$ cat src/rtl/nv_seq_detect.sv
module nv_seq_detect #(
  parameter int ADDR_W = 13,
  parameter logic [ADDR_W-1:0] K0 = 13'h0000,
  parameter logic [ADDR_W-1:0] K1 = 13'h1555,
  parameter logic [ADDR_W-1:0] K2 = 13'h0AAA,
  parameter logic [ADDR_W-1:0] K3 = 13'h1FFF,
  parameter logic [ADDR_W-1:0] K4 = 13'h10F0,
  parameter logic [ADDR_W-1:0] STORE_ADDR  = 13'h0F0F,
  parameter logic [ADDR_W-1:0] RECALL_ADDR = 13'h0F0E
) (
  input  logic              clk,
  input  logic              rst_n,
  input  logic              ce_n,
  input  logic              we_n,
  input  logic [ADDR_W-1:0] addr,
  input  logic              busy,
  output logic              store_pulse,
  output logic              recall_pulse,
  output logic              dout_en
);

  localparam int LAST   = 5;
  localparam int STEP_W = $clog2(LAST + 1);
  localparam logic [STEP_W-1:0] LAST_S = STEP_W'(LAST);

  logic              ce_s1, ce_s2, ce_s3;
  logic              ce_fall;
  logic [STEP_W-1:0] step;
  logic [ADDR_W-1:0] want;
  logic              at_last, is_store, is_recall, hit, take;

  always_ff @(posedge clk or negedge rst_n)
    if (!rst_n) {ce_s1, ce_s2, ce_s3} <= 3'b111;
    else        {ce_s1, ce_s2, ce_s3} <= {ce_n, ce_s1, ce_s2};

  assign ce_fall = ce_s3 & ~ce_s2;
  assign take    = ce_fall & ~busy & we_n;

  always_comb
    case (step)
      STEP_W'(0): want = K0;
      STEP_W'(1): want = K1;
      STEP_W'(2): want = K2;
      STEP_W'(3): want = K3;
      default:    want = K4;
    endcase

  assign at_last   = (step == LAST_S);
  assign is_store  = at_last & (addr == STORE_ADDR);
  assign is_recall = at_last & (addr == RECALL_ADDR);
  assign hit       = is_store | is_recall;

  always_ff @(posedge clk or negedge rst_n)
    if (!rst_n)                       step <= '0;
    else if (busy)                    step <= '0;
    else if (ce_fall) begin
      if (!we_n)                      step <= '0;
      else if (!at_last && addr == want) step <= step + STEP_W'(1);
      else if (hit)                   step <= '0;
      else                            step <= (addr == K0) ? STEP_W'(1) : '0;
    end

  always_ff @(posedge clk or negedge rst_n)
    if (!rst_n) begin
      store_pulse  <= 1'b0;
      recall_pulse <= 1'b0;
    end else begin
      store_pulse  <= take & is_store;
      recall_pulse <= take & is_recall;
    end

  always_ff @(posedge clk or negedge rst_n)
    if (!rst_n)                dout_en <= 1'b0;
    else if (ce_s2 || !we_n)   dout_en <= 1'b0;
    else if (ce_fall)          dout_en <= ~(hit & ~busy);


  one_cmd_chk: assert property (@(posedge clk) disable iff (!rst_n)
    !(store_pulse && recall_pulse));


  store_width_chk: assert property (@(posedge clk) disable iff (!rst_n)
    store_pulse |=> !store_pulse);


  recall_width_chk: assert property (@(posedge clk) disable iff (!rst_n)
    recall_pulse |=> !recall_pulse);


  hiz_on_cmd_chk: assert property (@(posedge clk) disable iff (!rst_n)
    (store_pulse || recall_pulse) |-> !dout_en);


  busy_idle_chk: assert property (@(posedge clk) disable iff (!rst_n)
    busy |=> (step == '0 && !store_pulse && !recall_pulse));


  write_break_chk: assert property (@(posedge clk) disable iff (!rst_n)
    (ce_fall && !we_n) |=> (step == '0 && !store_pulse && !recall_pulse));


  edge_only_chk: assert property (@(posedge clk) disable iff (!rst_n)
    (store_pulse || recall_pulse) |-> $past(ce_fall));

endmodule

$ cat config.mk
export PLATFORM = sky130hd
export DESIGN_NAME = nv_seq_detect
export DESIGN_NICKNAME = d
export VERILOG_FILES = /design/src/rtl/nv_seq_detect.sv
export SDC_FILE = /design/constraint.sdc
export NUM_CORES = 1
export LEC_CHECK = 0
export ABC_AREA = 1
export BUFFER_PORTS_ARGS = -buffer_cell sky130_fd_sc_hd__buf_2
export CORE_MARGIN = 5
export CORE_UTILIZATION = 53
export DETAILED_ROUTE_END_ITERATION = 6
export PLACE_DENSITY = 0.82
export REMOVE_ABC_BUFFERS = 1
export SLEW_MARGIN = 5
export SYNTH_ARGS = -nofsm -noshare
export SYNTH_HDL_FRONTEND = slang
export SYNTH_SLANG_ARGS = --single-unit
$ cat constraint.sdc
create_clock -name clk -period 3.56 [get_ports clk]
set_input_delay 0.178 -clock clk [delete_from_list [all_inputs] [get_ports clk]]
set_output_delay 0.178 -clock clk [all_outputs]
set_load 0.05 [all_outputs]
Word-level counts from Yosys, hierarchy flattened

Index checks and enable logic that the tools add are counted.

$add $sub $neg: 1
Equal/unequal tests: 7
Mux-type cells: 9
Bitwise logic cells: 12
Reductions and logical operators: 8

Operators by type and width:

| operator                                         | count |
|---|---|
| one-hot mux 13 bit (4 select lines)              | 1 |
| == test 13 x 12 -> 1 bit (second input constant) | 2 |
| == test 13 bit                                   | 1 |
| logical NOT 13 bit                               | 1 |
| two-way mux 3 bit                                | 4 |
| AND 1 bit                                        | 8 |
| == test 3 x 2 -> 1 bit (second input constant)   | 2 |
| two-way mux 1 bit                                | 4 |
| nonzero test 2 bit                               | 2 |
| adder 3 x 1 -> 3 bit (second input constant)     | 1 |
| == test 3 x 1 -> 1 bit (second input constant)   | 1 |
| == test 3 bit (second input constant)            | 1 |
| logical NOT 3 bit                                | 1 |
| NOT 1 bit                                        | 3 |
| logical NOT 1 bit                                | 2 |
| logical AND 1 bit                                | 1 |
| logical OR 1 bit                                 | 1 |
| bitwise OR 1 bit                                 | 1 |

Register bits after elaboration: 9

Logic depth before layout (Yosys ltp)

Word-level depth: 8
Gate-level depth with buffers: 11
Gate-level depth less buffers: 11

Least setup slack after synthesis

No wires, ideal clock.

Path type: reg2reg
Start point: reg step[0]
End point: reg step[0]
Arrival: 1.415 ns
Required time: 3.443 ns
Slack: 2.028 ns
Stages on the path, launching flop included: 11
Cell sequence: dfrtp_1 > ha_1 > ha_1 > a21oi_4 > nand3_1 > nand2_1 > inv_1 > nand3_2 > nand2_1 > nand3_1 > nand2_1

Longest elaborated chain between the ends: 8
Elaborated cells between the ends (all ways): 18
Classes of those cells: add/sub (1); eq/ne (5); mux (6); bitwise (3); reduce/logical (3)

RTL lines:

| what                                                              | line   | RTL |
|---|---|---|
| start, declared                                                   | 28     | `logic [STEP_W-1:0] step;` |
| start signal, assigned                                            | 58     | `else if (!at_last && addr == want) step <= step + STEP_W'(1);` |
| start signal, assigned                                            | 60     | `else step <= (addr == K0) ? STEP_W'(1) : '0;` |
| == test 3 x 2 -> 1 bit, or another cell as far along              | 40     | `case (step)` |
| one-hot mux 13 bit (4 select lines), or another cell as far along | 40     |  |
| == test 13 bit or bitwise OR 1 bit (tied branches)                | 58, 51 |  |
| logical AND 1 bit or two-way mux 1 bit (tied branches)            | 58, 59 |  |
| two-way mux 3 bit (*)                                             | 58     |  |
| two-way mux 3 bit (*)                                             | 57     | `if (!we_n) step <= '0;` |
| two-way mux 3 bit (*)                                             | 56     | `else if (ce_fall) begin` |
| two-way mux 3 bit (*)                                             | 55     | `else if (busy) step <= '0;` |

Every way passes the cells marked *; elsewhere a longest branch is shown, timed or not. The select of a mux whose other input is x is not followed.
A chain may end at the register's enable or synchronous reset.

Worst setup path in the final report

Ends and elaborated chain as after synthesis.

==> impl_metrics.toml <==
[synthesis]
synthCells = 105
synth_area_um2 = 707
async_flop_share = 1.00
ys_types = 22
syn_area_per_cell_um2 = 6.73
ys_seq_elements = 9
synth_seq_area_share = 0.324
yosysWarnings = 0
synth-edff-count = 0
synth_ff_type = "dfrtp_1"

[clocking]
post_cts_buffers = 0
clk_pin_slew_ns = 0.06
cts_root_buffer = "clkbuf_4"
numCtsBuffers = 3
h-tree-depth = 1
cts_hold_buf = 2
clk_latency_ns = 0.27
postCtsResizedCells = 0
cts.path.max_buffers = 2
cts_tree = "built"
cts.sink_count = 9

[worst_setup_path]
r2r-start = "step[0]$_DFFE_PN0P_"
required_ns = 3.72
worstSetupStartpointType = "flop"
crit_type = "flop to flop"
cp-startpoint = "step[0]$_DFFE_PN0P_"
worstPathMaxFanout = 8
worstPathArrival_ns = 1.86
cp-end-kind = "flop"
rrSetupSlack_ns = 1.86

[placement]
port_buffers = 20
dp.cells = 140
place_area_um2 = 826
place_congestion = 0.801
dpl.hpwl_mm = 1.34

[outcome]
status = "complete, no violations"

[timing]
relSlewSlack = 0.835
period_minus_slack_ns = 1.70
fin_crit_sh = 0.478
slew_violations = 0
tightestPinTransition_ns = 0.247
hold_violations = 0
rsz0062_at_grt = "no"
finClkSkew_ns = 0.000194
hold_slack_ns = 0.134
fmax_mhz = 588
setup_tns_ns = 0
setup_violations = 0

[global_routing]
grt_max_degree = 10
grt_pass1_wl_mm = 2.81
grtUsageTotal = 0.185
grt_overflow = 0
grt_pass1_vias = 685
antenna_found_initial = 0

[die]
die_width_um = 46.5
start_util = 0.550
dieArea_um2 = 2160
die_h_um = 46.5
ios = 21
fp.coreArea_um2 = 1280
num_rows = 13

[finish]
final_common_cell = "nand2_1"
final_cell_mix = "nand2_1, buf_2, nor2_1"
final_area_um2 = 873
fin_util = 0.680
diodes = 0
areaGrowthSynthToFinish_pct = 23.5
nFillCells = 109
final-instance-count-excl-fill = 146
drive_above_1_share = 0.290
seqCellArea_um2 = 229
multi_input_area_um2 = 429
nNetsFinal = 155

[routing]
wire_per_inst_um = 10.8
first_pass_iters = 4
wl_mm = 1.58
ant_nets = 0
drt_iter0_markers = 15
vias = 735
viasPerCell = 5.03
drc = 0

[power_and_ir_drop]
p_per_area_nw_per_um2 = 251
leakage_nw = 0.506
ir_drop_mv = 0.235

[job]
max_cap_viol_count = 0

[hold_path]
worstHoldStart = "addr[0]"
min_path_type = "primary input to flop"
==> state kept, by name, summed over array words and instances (netlist names) <==
register and count:
recall_pulse 1, step 3, ce_s2 1, ce_s1 1
ce_s3 1, dout_en 1, store_pulse 1
==> through the flow <==
stage / total power, mW / setup slack, ns
floorplan: 0.121 / 2.03
detailed placement: 0.138 / 1.88
CTS: 0.222 / 1.87
finish: 0.219 / 1.86
global placement: 0.136 / 1.93
global route: 0.233 / 1.69
==> final timing paths <==
kind / endpoint / depth (start not counted)
worst max-delay path: step[0]$_DFFE_PN0P_ / 10
worst min-delay path: recall_pulse$_DFF_PN0_ / 2
worst min register to register: ce_s2$_DFF_PN1_ / 0
max in group asynchronous: ce_s3$_DFF_PN1_ / 2
min in group asynchronous: dout_en$_DFFE_PN0P_ / 2
worst max register to register: step[0]$_DFFE_PN0P_ / 10
==> critical path, cell delays in order, from the launching register on <==
cell     delay (ns)
dfrtp_1        0.46
ha_1           0.24
ha_1           0.22
a21oi_4        0.18
nand2_1        0.08
nand2_1        0.11
nor2_4         0.04
nand3_2        0.09
nand2_1        0.05
nand3_1        0.06
nand2_1        0.06
==> metal layers <==
layer / part of all wire / wire length, um / GRT usage / vias to the layer above
li1: - / - / - / 381
met1: 0.42 / 666 / 0.235 / 327
met2: 0.49 / 783 / 0.288 / 22
met3: 0.054 / 86 / 0.0273 / 5
met4: 0.029 / 46 / 0.119 / 0
met5: 0 / 0 / 0 / -
==> power breakdown <==
part           total, mW  switching [mW]  internal, mW
sequential         0.107         0.00145         0.106
clock             0.0817          0.0400        0.0416
combinational     0.0302          0.0174        0.0128
==> Yosys cell counts (2+ instances only) <==
library cell   n  share of area
dfrtp_1        6           0.21
nor2_2         2          0.018
dfstp_2        3           0.11
nor2_1        19           0.10
nand3_1        5          0.035
nor3_1         2          0.014
o21ai_0        3          0.021
ha_1           5          0.088
nor2_4         2          0.032
o21ai_1        2          0.014
inv_2          2          0.011
inv_1         11          0.058
nand2_1       34           0.18
==> area by class of cell <==
class                           instances  share of cell area
Multi-Input combinational cell         83               0.491
Clock inverter                          1             0.00573
Tap cell                               15              0.0215
Sequential cell                         9               0.262
Inverter                               13              0.0559
Timing Repair Buffer                   22               0.138
Clock buffer                            3              0.0258
==> cells by family after synthesis <==
group,count (synthesis),share of synthesized area
simple gates,69,0.430
buf+inv,13,0.0690
compound gates,9,0.0885
flops,9,0.324
fa+ha+maj,5,0.0885
(Power assumes the default switching activity.)
